`src/rtl/dbf_pkg.sv`:
```
// Package: shared section type and address decode for the display bus front end.
// Assumes the section-select field is two bits wide and sits above the index bits.
package dbf_pkg;

    typedef enum logic [2:0] {
        SEC_FLASH  = 3'd0,
        SEC_UDCPTR = 3'd1,
        SEC_UDCROW = 3'd2,
        SEC_CTRL   = 3'd3,
        SEC_CHAR   = 3'd4
    } dbf_sec_e;

    // Maps the flash-select line and the section field to a storage section.
    function automatic dbf_sec_e dbf_section(input logic flash_n, input logic [1:0] sel);
        dbf_sec_e s;
        if (!flash_n) begin
            s = SEC_FLASH;
        end else begin
            case (sel)
                2'b00:   s = SEC_UDCPTR;
                2'b01:   s = SEC_UDCROW;
                2'b10:   s = SEC_CTRL;
                default: s = SEC_CHAR;
            endcase
        end
        return s;
    endfunction

endpackage

```
`src/rtl/dbf_sync.sv`:
```
// Module: multi-stage synchronizer for a vector of asynchronous bus inputs.
// Assumes each bit is sampled on its own; callers accept that a multi-bit
// field may be torn for a single cycle while it changes.
module dbf_sync #(
    parameter int           W       = 1,
    parameter int           STAGES  = 2,
    parameter logic [W-1:0] RST_VAL = '0
) (
    input  logic         clk,
    input  logic         rst_n,
    input  logic [W-1:0] din,
    output logic [W-1:0] dout
);

    logic [W-1:0] stg [STAGES];

    // First stage samples the raw asynchronous input.
    always_ff @(posedge clk) begin
        if (!rst_n) stg[0] <= RST_VAL;
        else        stg[0] <= din;
    end

    genvar g;
    generate
        for (g = 1; g < STAGES; g++) begin : g_stage
            // Each later stage resamples the stage before it.
            always_ff @(posedge clk) begin
                if (!rst_n) stg[g] <= RST_VAL;
                else        stg[g] <= stg[g-1];
            end
        end
    endgenerate

    assign dout = stg[STAGES-1];

endmodule

```
`src/rtl/dbf_decode.sv`:
```
// Module: turns synchronized bus strobes into one registered write request
// per select period and a combinational read selection.
// Assumes its inputs come from dbf_sync and are therefore clock-aligned.
module dbf_decode
    import dbf_pkg::*;
#(
    parameter int DATA_W = 8,
    parameter int IDX_W  = 3,
    localparam int ADDR_W = IDX_W + 2
) (
    input  logic              clk,
    input  logic              rst_n,
    input  logic              ce_n_s,
    input  logic              wr_n_s,
    input  logic              rd_n_s,
    input  logic              flash_n_s,
    input  logic [ADDR_W-1:0] addr_s,
    input  logic [DATA_W-1:0] data_s,
    output logic              wr_en,
    output dbf_sec_e          wr_sec,
    output logic [IDX_W-1:0]  wr_idx,
    output logic [DATA_W-1:0] wr_data,
    output logic              rd_active,
    output dbf_sec_e          rd_sec,
    output logic [IDX_W-1:0]  rd_idx
);

    logic wr_act;
    logic wr_act_q;
    logic used_q;
    logic commit;

    assign wr_act = !ce_n_s && !wr_n_s;
    assign commit = wr_act && !wr_act_q && !used_q;

    // Remembers the previous write condition for start-of-strobe detection.
    always_ff @(posedge clk) begin
        if (!rst_n) wr_act_q <= 1'b0;
        else        wr_act_q <= wr_act;
    end

    // Locks out further writes until the select returns high.
    always_ff @(posedge clk) begin
        if (!rst_n)      used_q <= 1'b0;
        else if (ce_n_s) used_q <= 1'b0;
        else if (commit) used_q <= 1'b1;
    end

    // Captures the write request with the address and data seen at commit.
    always_ff @(posedge clk) begin
        if (!rst_n) begin
            wr_en   <= 1'b0;
            wr_sec  <= SEC_FLASH;
            wr_idx  <= '0;
            wr_data <= '0;
        end else begin
            wr_en <= commit;
            if (commit) begin
                wr_sec  <= dbf_section(flash_n_s, addr_s[ADDR_W-1:IDX_W]);
                wr_idx  <= addr_s[IDX_W-1:0];
                wr_data <= data_s;
            end
        end
    end

    // Read selection follows the synchronized address while the read is held.
    always_comb begin
        rd_active = !ce_n_s && !rd_n_s;
        rd_sec    = dbf_section(flash_n_s, addr_s[ADDR_W-1:IDX_W]);
        rd_idx    = addr_s[IDX_W-1:0];
    end

    // a write request always follows a cycle with select and write strobe low.
    assert_write_needs_strobe_R4: assert property (@(posedge clk) disable iff (!rst_n)
        wr_en |-> $past(!ce_n_s && !wr_n_s));

    // a write request never lasts two cycles.
    assert_single_commit_R6: assert property (@(posedge clk) disable iff (!rst_n)
        wr_en |=> !wr_en);

    // no new request while the select stays low after a commit.
    assert_no_rewrite_in_select_R6: assert property (@(posedge clk) disable iff (!rst_n)
        (wr_en && !ce_n_s) |=> !wr_en);

endmodule

```
`src/rtl/dbf_store.sv`:
```
// Module: the display storage sections (character codes, flash bits, glyph
// pointer, glyph rows, control word) with one write port and one read port.
// Assumes at most one write request per cycle from dbf_decode.
module dbf_store
    import dbf_pkg::*;
#(
    parameter int DATA_W   = 8,
    parameter int IDX_W    = 3,
    parameter int PTR_W    = 4,
    parameter int ROW_BITS = 5,
    localparam int POSITIONS   = 2 ** IDX_W,
    localparam int UDC_ENTRIES = 2 ** (PTR_W + IDX_W)
) (
    input  logic              clk,
    input  logic              rst_n,
    input  logic              wr_en,
    input  dbf_sec_e          wr_sec,
    input  logic [IDX_W-1:0]  wr_idx,
    input  logic [DATA_W-1:0] wr_data,
    input  dbf_sec_e          rd_sec,
    input  logic [IDX_W-1:0]  rd_idx,
    output logic [DATA_W-1:0] rd_data
);

    logic [DATA_W-1:0]   char_q  [POSITIONS];
    logic                flash_q [POSITIONS];
    logic [ROW_BITS-1:0] udc_q   [UDC_ENTRIES];
    logic [PTR_W-1:0]    ptr_q;
    logic [DATA_W-1:0]   ctrl_q;

    // Character RAM: full-width codes, one per position.
    always_ff @(posedge clk) begin
        if (!rst_n) begin
            for (int i = 0; i < POSITIONS; i++) char_q[i] <= '0;
        end else if (wr_en && wr_sec == SEC_CHAR) begin
            char_q[wr_idx] <= wr_data;
        end
    end

    // Flash RAM: one bit per position, taken from data bit 0.
    always_ff @(posedge clk) begin
        if (!rst_n) begin
            for (int i = 0; i < POSITIONS; i++) flash_q[i] <= 1'b0;
        end else if (wr_en && wr_sec == SEC_FLASH) begin
            flash_q[wr_idx] <= wr_data[0];
        end
    end

    // Glyph row RAM: indexed by pointer and row, narrow rows.
    always_ff @(posedge clk) begin
        if (!rst_n) begin
            for (int i = 0; i < UDC_ENTRIES; i++) udc_q[i] <= '0;
        end else if (wr_en && wr_sec == SEC_UDCROW) begin
            udc_q[{ptr_q, wr_idx}] <= wr_data[ROW_BITS-1:0];
        end
    end

    // Glyph pointer and control word registers; the index bits are ignored.
    always_ff @(posedge clk) begin
        if (!rst_n) begin
            ptr_q  <= '0;
            ctrl_q <= '0;
        end else if (wr_en) begin
            if (wr_sec == SEC_UDCPTR) ptr_q  <= wr_data[PTR_W-1:0];
            if (wr_sec == SEC_CTRL)   ctrl_q <= wr_data;
        end
    end

    // Read mux; unused upper bits of narrow sections read as zero.
    always_comb begin
        rd_data = '0;
        case (rd_sec)
            SEC_FLASH:  rd_data[0]            = flash_q[rd_idx];
            SEC_UDCPTR: rd_data[PTR_W-1:0]    = ptr_q;
            SEC_UDCROW: rd_data[ROW_BITS-1:0] = udc_q[{ptr_q, rd_idx}];
            SEC_CTRL:   rd_data               = ctrl_q;
            default:    rd_data               = char_q[rd_idx];
        endcase
    end

    // a character write lands at its position with the full data word.
    assert_char_write_lands_R2: assert property (@(posedge clk) disable iff (!rst_n)
        (wr_en && wr_sec == SEC_CHAR) |=> char_q[$past(wr_idx)] == $past(wr_data));

    // control writes ignore the index and keep the whole word.
    assert_ctrl_write_lands_R3: assert property (@(posedge clk) disable iff (!rst_n)
        (wr_en && wr_sec == SEC_CTRL) |=> ctrl_q == $past(wr_data));

    // leaving reset, the registers and sampled storage are zero.
    assert_reset_clears_R8: assert property (@(posedge clk) disable iff (!rst_n)
        $rose(rst_n) |-> (ctrl_q == '0 && ptr_q == '0 && char_q[0] == '0
                          && !flash_q[0] && udc_q[0] == '0));

endmodule

```
`src/rtl/dispbus_front.sv`:
```
// Module: top of the display host-bus front end. It synchronizes the bus,
// decodes accesses and holds the storage sections. The bidirectional data
// bus is split into input, output and output enable for the pad ring.
// Assumes bus strobes stay low for several clock cycles.
module dispbus_front
    import dbf_pkg::*;
#(
    parameter int DATA_W      = 8,
    parameter int IDX_W       = 3,
    parameter int PTR_W       = 4,
    parameter int ROW_BITS    = 5,
    parameter int SYNC_STAGES = 2,
    localparam int ADDR_W = IDX_W + 2,
    localparam int BUS_W  = 4 + ADDR_W + DATA_W
) (
    input  logic              clk,
    input  logic              rst_n,
    input  logic              bus_ce_n,
    input  logic              bus_wr_n,
    input  logic              bus_rd_n,
    input  logic              bus_flash_n,
    input  logic [ADDR_W-1:0] bus_addr,
    input  logic [DATA_W-1:0] bus_din,
    output logic [DATA_W-1:0] bus_dout,
    output logic              bus_dout_en
);

    localparam logic [BUS_W-1:0] SYNC_RST = {4'b1111, {(ADDR_W + DATA_W){1'b0}}};

    logic [BUS_W-1:0]  raw_bus;
    logic [BUS_W-1:0]  sync_bus;
    logic              ce_n_s, wr_n_s, rd_n_s, flash_n_s;
    logic [ADDR_W-1:0] addr_s;
    logic [DATA_W-1:0] data_s;

    logic              wr_en;
    dbf_sec_e          wr_sec;
    logic [IDX_W-1:0]  wr_idx;
    logic [DATA_W-1:0] wr_data;
    logic              rd_active;
    dbf_sec_e          rd_sec;
    logic [IDX_W-1:0]  rd_idx;
    logic [DATA_W-1:0] rd_data;

    assign raw_bus = {bus_ce_n, bus_wr_n, bus_rd_n, bus_flash_n, bus_addr, bus_din};
    assign {ce_n_s, wr_n_s, rd_n_s, flash_n_s, addr_s, data_s} = sync_bus;

    dbf_sync #(
        .W       (BUS_W),
        .STAGES  (SYNC_STAGES),
        .RST_VAL (SYNC_RST)
    ) u_sync (
        .clk   (clk),
        .rst_n (rst_n),
        .din   (raw_bus),
        .dout  (sync_bus)
    );

    dbf_decode #(
        .DATA_W (DATA_W),
        .IDX_W  (IDX_W)
    ) u_decode (
        .clk       (clk),
        .rst_n     (rst_n),
        .ce_n_s    (ce_n_s),
        .wr_n_s    (wr_n_s),
        .rd_n_s    (rd_n_s),
        .flash_n_s (flash_n_s),
        .addr_s    (addr_s),
        .data_s    (data_s),
        .wr_en     (wr_en),
        .wr_sec    (wr_sec),
        .wr_idx    (wr_idx),
        .wr_data   (wr_data),
        .rd_active (rd_active),
        .rd_sec    (rd_sec),
        .rd_idx    (rd_idx)
    );

    dbf_store #(
        .DATA_W   (DATA_W),
        .IDX_W    (IDX_W),
        .PTR_W    (PTR_W),
        .ROW_BITS (ROW_BITS)
    ) u_store (
        .clk     (clk),
        .rst_n   (rst_n),
        .wr_en   (wr_en),
        .wr_sec  (wr_sec),
        .wr_idx  (wr_idx),
        .wr_data (wr_data),
        .rd_sec  (rd_sec),
        .rd_idx  (rd_idx),
        .rd_data (rd_data)
    );

    // Drive the bus only during a read; park the output at zero otherwise.
    always_comb begin
        bus_dout_en = rd_active;
        bus_dout    = rd_active ? rd_data : '0;
    end

    generate
        if (SYNC_STAGES == 2) begin : g_chk2
            // the driver is enabled only after select and read were both low.
            assert_drive_needs_read_R5: assert property (@(posedge clk) disable iff (!rst_n)
                bus_dout_en |-> $past(!bus_ce_n && !bus_rd_n, 2));
        end
    endgenerate

    // glyph row and pointer reads never set the bits above their width.
    assert_narrow_read_R7: assert property (@(posedge clk) disable iff (!rst_n)
        (bus_dout_en && (rd_sec == SEC_UDCROW || rd_sec == SEC_UDCPTR))
            |-> bus_dout[DATA_W-1:ROW_BITS] == '0);

    // no drive while a write strobe is active and the read strobe is high.
    assert_quiet_on_write_R5: assert property (@(posedge clk) disable iff (!rst_n)
        (!ce_n_s && !wr_n_s && rd_n_s) |-> !bus_dout_en);

endmodule

```
`config.mk`:
```
export PLATFORM = sky130hd
export DESIGN_NAME = dispbus_front
export DESIGN_NICKNAME = d
export VERILOG_FILES = /design/src/rtl/dbf_pkg.sv /design/src/rtl/dbf_sync.sv /design/src/rtl/dbf_decode.sv /design/src/rtl/dbf_store.sv /design/src/rtl/dispbus_front.sv
export SDC_FILE = /design/constraint.sdc
export NUM_CORES = 1
export LEC_CHECK = 0
export ABC_AREA = 1
export BUFFER_PORTS_ARGS = -buffer_cell sky130_fd_sc_hd__buf_2
export CAP_MARGIN = 20
export CORE_UTILIZATION = 40
export DETAILED_ROUTE_END_ITERATION = 16
export GPL_ROUTABILITY_DRIVEN = 0
export MAX_ROUTING_LAYER = met4
export PLACE_DENSITY = 0.66
export SYNTH_ARGS = -nofsm -noshare
export SYNTH_HDL_FRONTEND = slang
export SYNTH_SLANG_ARGS = --single-unit
export TNS_END_PERCENT = 30
```
`constraint.sdc`:
```
create_clock -name clk -period 1.8 [get_ports clk]
set_input_delay 0.18 -clock clk [delete_from_list [all_inputs] [get_ports clk]]
set_output_delay 0.18 -clock clk [all_outputs]
set_load 0.02 [all_outputs]
```
==> results of run 1 <==
[final timing paths]
kind / end / from / slack [ns] / depth (start not counted)
min reg2reg: u_sync.stg[1][10] / u_sync.stg[0][10] / 0.41 / 2
max: bus_dout[0] / u_sync.stg[1][8] / -1.24 / 17
max reg2reg: u_store.udc_q[127][0] / u_decode.wr_sec[2] / -0.31 / 12
min: u_store.ctrl_q[7] / rst_n / 0.03 / 4
[flip-flops by register name (all words and copies together) (netlist names)]
register / count
u_store.udc_q: 640
u_store.char_q: 64
u_sync.stg: 34
u_decode.wr_data: 8
u_store.ctrl_q: 8
u_store.flash_q: 8
u_store.ptr_q: 4
u_decode.wr_idx: 3
u_decode.wr_sec: 3
u_decode.used_q: 1
u_decode.wr_act_q: 1
u_decode.wr_en: 1
[cell families (layout without fill, tap and decap cells)]
family	Yosys count	count (layout)	synth area share (%)
simple gates	2521	2521	28.0
compound gates	191	191	2.93
fa+ha+maj	3	3	0.104
flops	775	775	62.3
buf+inv	558	959	6.66
[layout by cell type (no fill, tap or decap), drive strengths merged, types with 56 or more instances in the layout]
cell type	count
a21oi	56
buf	487
clkbuf	101
dfxtp	71
edfxtp	704
inv	294
nand2	1207
nand3	367
nor2	913
o21ai	105
[what timing repair did]
item,4_1_cts,5_1_grt
pin swaps,27,14
setup buffers,40,22
gates resized for setup,410,416
endpoints found under the hold margin,20,0
hold buffers,20,0
endpoints found under the setup margin,1128,1287
cloned,10,2
[area by class of cell]
type                       count  area share [%]
multi-input combinational   2715            29.3
tap                         1165            3.08
timing repair buffer         513            12.1
inverter                     300            2.50
sequential                   775            47.7
clock buffer                  98            4.52
clock inverter                48           0.843
[routing by layer]
metal | track usage [%] | part of all wire, % | wire [um] | vias up
li1 | - | - | - | 13800
met1 | 28.7 | 40 | 41500 | 14000
met2 | 38.0 | 49 | 50400 | 1111
met3 | 3.29 | 7.1 | 7370 | 254
met4 | 9.67 | 3.9 | 4060 | 0
met5 | - | 0 | 0 | -
[per-stage QoR]
step / hold WS, ns / instance area [um2]
after floorplan: 0.278 / 36300
after global placement: 0.362 / 40500
after detailed placement: 0.363 / 40500
after CTS: 0.000834 / 45400
after global routing: 0.0445 / 47400
final: 0.0294 / 47400
[cell usage after synthesis]
cell type / number / area, um2
nor2_2: 1 / 6.26
a211oi_1: 3 / 22.5
nand2_4: 1 / 11.3
nand4_1: 4 / 25.0
nor4_4: 8 / 170
inv_4: 1 / 6.26
buf_4: 14 / 105
o21ai_0: 105 / 526
or2_2: 8 / 50.1
a32o_1: 1 / 10.0
buf_12: 1 / 20.0
clkinv_1: 5 / 18.8
a221oi_1: 13 / 114
o31ai_1: 6 / 45.0
buf_8: 1 / 15.0
a22o_1: 1 / 8.76
o221ai_1: 6 / 52.6
buf_1: 18 / 67.6
clkbuf_1: 143 / 537
a21oi_1: 56 / 280
nor3_1: 14 / 70.1
inv_2: 7 / 26.3
nand3_1: 367 / 1840
inv_1: 287 / 1080
buf_6: 21 / 236
edfxtp_1: 704 / 21100
buf_2: 60 / 300
nor2_1: 912 / 3420
ha_1: 3 / 37.5
dfxtp_1: 71 / 1420
nand2_1: 1206 / 4530
[worst max-delay path, stage by stage (launching register included)]
cell and delay (ns):
dfxtp_4 0.42, clkinv_8 0.13, buf_16 0.18, buf_6 0.14, nand2_1 0.06, nand2_1 0.05, nand2_1 0.07, nand3_2 0.08
nand3_1 0.09, nand2_1 0.08, nor2_4 0.13, buf_4 0.13, nor2_1 0.04, nor2_1 0.14, nand2_1 0.12, nand2_1 0.10
a21oi_2 0.08, buf_6 0.17
[power breakdown]
group / internal, mW / switching, mW / total (mW)
clock network: 9.20 / 7.10 / 16.3
registers: 20.2 / 0.189 / 20.3
logic: 0.952 / 1.70 / 2.65
total: 30.3 / 8.99 / 39.3
==> metrics, run 1 <==
CTS buffer count=80; Fin Clk Skew=approximately 0.026 ns; Mean Syn Cell Area=a little under 9 um2; gr ovfl total=0; unique cell type count in the Yosys netlist=31; first-pass GRT wire length=159 mm; Power Density=roughly 830 mW/mm2; TritonCTS clock tree=done; Seq/Total Area, Yosys=a little over 60%; min setup slack post-route=-1.24 ns; pre-CTS setup slack=-0.753 ns; synthesized instance count=around 4000; worst slew pin tran=about 1.1 ns; # DRC=0; total global-route track usage=a little under a quarter; Clk Latency, worst-skew pair=roughly 0.65 ns; vias in the first global route=~29000; worst min-delay path class=input port to flop; syn_nets=just over 4000; clk buf depth=3; CP Data Required Time=around 1.6 ns; Tmin final=3.04 ns; synthesized cell area=about 0.036 mm2; Die X=303 um; RSZ-0062 raised after global routing=true; die span in y=about 300 um; Setup CP Type=flop to primary output; startpoint types=flop; H-tree level count=3; via/cell ratio=about 5.2; Max Slew Vio Count=0; status=complete, but fails checks; Final #Nets=roughly 4400; Max VDD drop=just under 0.8 mV; Max transition margin=23.8%; Reg clk slew, reported paths=0.06 ns; failing checks=negative setup slack; #FFs+latches synth=775; area of the multi-input gates=0.0139 mm2; Antenna diodes=0; critical path capture point type=primary output; core area=just under 0.09 mm2; Pwr Total=about 39 mW; DIE AREA=roughly 0.09 mm2; Final ANT Viol Nets=0; register area=between 0.02 and 0.025 mm2; setup tns final=-178.59 ns; Area growth, synth to finish=30.9%; drt pass-1 iters=6; Max Cap Violations=0; Syn. warnings=0; FMAX=0.329 GHz; Leakage Power=roughly 19 nW; I/O pins=28; row count=approximately 110; largest net degree at the start of global routing=around 70; Worst Path Arrival=2.86 ns; fillcell total=approximately 7500; IO buf count=27; final setup vio count=roughly 1200; routed len/inst=18.4 um; Final period util=169%; post-detail-place hpwl=~63 mm; layout cell share with drive strength beyond 1=23.1%; CP max FO=12; dpl cells=5385; Initial Utilization=40.6%; final std cells w/o fill=5614; Detailed Route Iter0 Violations=just over 3000; final WL=around 100 mm; clk sinks=roughly 780; clock root buffer=clkbuf_16; initial antenna violation count=0; Final Hold Vio Count=0; vias=slightly below 30000; Post-Route Utilization=a little over half
(Power assumes the default switching activity.)
==> run 2, diff against run 1 <==
==> constraint.sdc (replaced) <==
create_clock -name clk -period 1.8 [get_ports clk]
set_input_delay 0.09 -clock clk [delete_from_list [all_inputs] [get_ports clk]]
set_output_delay 0.09 -clock clk [all_outputs]
set_load 0.02 [all_outputs]
==> run 2 against run 1 <==
The run still ends with negative setup slack left. Setup slack got worse by 0.036 ns. Clock power grew 6%. Clock skew up 0.00071 ns. Register-to-register slack got worse by 0.42 ns. Clock-buffer cell count is 14 higher. Critical path depth is 3 lower. Critical path type unchanged.
==> metrics, run 2 (synthesis gave the netlist of run 1 again) <==
status=complete, but fails checks (unchanged); failing checks=negative setup slack (unchanged); vias in the first global route=28300 (was 28700); clock root buffer=clkbuf_16 (unchanged); FMAX=0.325 GHz (was 0.329 GHz); Antenna diodes=0 (unchanged); final WL=104 mm (was 103 mm); area of the multi-input gates=0.0124 mm2 (was 0.0139 mm2); r2r worst-path depth=17 (was 12); Final period util=171% (was 169%); cell mode on critical path=nand2_1 (unchanged); final setup vio count=1259 (was 1198); Max stage delay on crit path=0.39 ns (was 0.42 ns); CTS buffer count=83 (was 80); hold endpoint=u_sync.stg[0][3] (was u_store.ctrl_q[7]); final std cells w/o fill=5589 (was 5614); CP max FO=31 (was 12); first-pass GRT wire length=157 mm (was 159 mm); min setup slack post-route=-1.27 ns (was -1.24 ns); die span in y=303 um (unchanged); Power Density=883 mW/mm2 (was 830 mW/mm2); total global-route track usage=23.0% (was 23.2%); hold_sp=bus_din[3] (was rst_n); most frequent cells in the layout=nand2_1 (1109), nor2_1 (811), edfxtp_1 (704) (was nand2_1 (967), nor2_1 (796), edfxtp_1 (704)); register with the most flip-flops=u_store.udc_q (unchanged); Worst Hold Depth=4 (unchanged); register area=0.0226 mm2 (about the same); most common cell after layout, fill and taps aside=nand2_1 (unchanged); CP max-delay cell=dfxtp_4 (unchanged); vias=29300 (was 29200); row count=109 (unchanged); Tmin final=3.07 ns (was 3.04 ns); fillcell total=7787 (was 7511); CP Data Required Time=1.71 ns (was 1.62 ns); Detailed Route Iter0 Violations=3299 (was 3053); Max transition margin=55.8% (was 23.8%); Die X=303 um (unchanged); Max VDD drop=0.782 mV (was 0.786 mV); Max Cap Violations=0 (unchanged); RSZ-0062 raised after global routing=true (unchanged); dpl cells=5374 (was 5385); Fin Clk Skew=0.0269 ns (was 0.0262 ns); DIE AREA=0.0917 mm2 (unchanged); # DRC=0 (unchanged); Leakage Power=18.1 nW (was 19.1 nW); Final #Nets=4378 (was 4407); Worst Path Arrival=2.98 ns (was 2.86 ns); clk sinks=775 (unchanged); critical path capture point type=primary output (unchanged); Max Slew Vio Count=0 (unchanged); Final ANT Viol Nets=0 (unchanged); Reg clk slew, reported paths=0.07 ns (was 0.06 ns); I/O pins=28 (unchanged); H-tree level count=3 (unchanged); routed len/inst=18.6 um (was 18.4 um); clk buf depth=3 (unchanged); core area=0.0891 mm2 (unchanged); startpoint types=flop (unchanged); CP startpoint=u_sync.stg[1][8] (unchanged); Reg2Reg Capture Point=u_store.udc_q[37][4] (was u_store.udc_q[127][0]); TritonCTS clock tree=done (unchanged); largest net degree at the start of global routing=67 (was 71); gr ovfl total=0 (unchanged); Reg-to-Reg Start=u_store.ptr_q[0] (was u_decode.wr_sec[2]); Setup CP Type=flop to primary output (unchanged); IO buf count=27 (unchanged); Clk Latency, worst-skew pair=0.64 ns (was 0.65 ns); worst slew pin tran=0.657 ns (was 1.14 ns); via/cell ratio=5.24 (was 5.20); Area growth, synth to finish=25.9% (was 30.9%); post-detail-place hpwl=64.9 mm (was 63.3 mm); initial antenna violation count=0 (unchanged); worst min-delay path class=input port to flop (unchanged); layout cell share with drive strength beyond 1=19.0% (was 23.1%); Final Hold Vio Count=0 (unchanged); crit path cell chain=buf_4, clkinv_8, buf_12, o21ai_0, nand3_1, nand3_1, nand2_1, nor2_2, nor2_1, nor2_1, nand2_1, nand2_1, a21oi_2, buf_4 (was clkinv_8, buf_16, buf_6, nand2_1, nand2_1, nand2_1, nand3_2, nand3_1, nand2_1, nor2_4, buf_4, nor2_1, nor2_1, nand2_1, nand2_1, a21oi_2, buf_6); reg2reg setup slack=-0.73 ns (was -0.31 ns); biggest registers after layout=u_store.udc_q: 640 flops, u_store.char_q: 64 flops, u_sync.stg: 34 flops (unchanged); drt pass-1 iters=6 (unchanged); Initial Utilization=40.6% (unchanged); max FFs per register=640 (unchanged); hold_ws=0.178 ns (was 0.0294 ns)
[run 2: final cells by class]
type / instances / share of cell area, %
well taps: 1165 / 3.20
multi-input cells: 2715 / 27.1
inverters: 300 / 2.59
clock buffers: 112 / 5.13
repair buffers: 480 / 11.5
repair inverters: 1 / 0.0357
clock inverters: 41 / 0.898
flip-flops and latches: 775 / 49.6
[run 2: critical path: cells and delay by family, from the launching register on]
family	cells	cell delay, ns
simple gates	8	1.02
compound gates	2	0.27
flops	1	0.39
buf+inv	4	0.64
[run 2: per-layer routing]
layer | part of all wire [%] | vias up | global-route usage [%]
met4 | 3.4 | 0 | 8.27
met5 | 0 | - | -
li1 | - | 13800 | -
met1 | 41 | 14000 | 30.0
met3 | 8.6 | 218 | 3.08
met2 | 47 | 1270 | 36.7
[run 2: what timing repair did]
action	CTS	global route
hold buffers	21	0
setup buffers	18	10
endpoints found under the setup margin	1236	1289
pin swaps	13	10
gates resized for setup	235	186
hold endpoints to repair	29	0
gates cloned	8	7
[run 2: how the worst max path moves through the flow]
stage / end / slack (ns)
after floorplan: bus_dout[0] / -0.12
after global placement: bus_dout[3] / -0.73
after detailed placement: bus_dout[4] / -0.74
after CTS: bus_dout[3] / -1.25
after global routing: bus_dout[4] / -1.35
final: bus_dout[2] / -1.27
[run 2: through the flow]
step | utilization [%] | TNS, ns | total power [mW] | area, um2 | worst slack (ns)
after global placement | 45.4 | -125.14 | 23.0 | 40500 | -0.726
after CTS | 50.2 | -212.94 | 40.2 | 44700 | -1.25
after global routing | 51.1 | -435.68 | 41.3 | 45600 | -1.35
after detailed placement | 45.4 | -157.51 | 23.0 | 40500 | -0.741
final | 51.1 | -322.42 | 40.2 | 45600 | -1.27
after floorplan | - | -10.68 | 22.1 | 36300 | -0.118
[run 2: power breakdown]
group          internal (mW)  leakage, nW  switching, mW
combinational          0.922         9.00           1.66
clock                   10.1         1.35           7.15
sequential              20.2         7.79          0.196
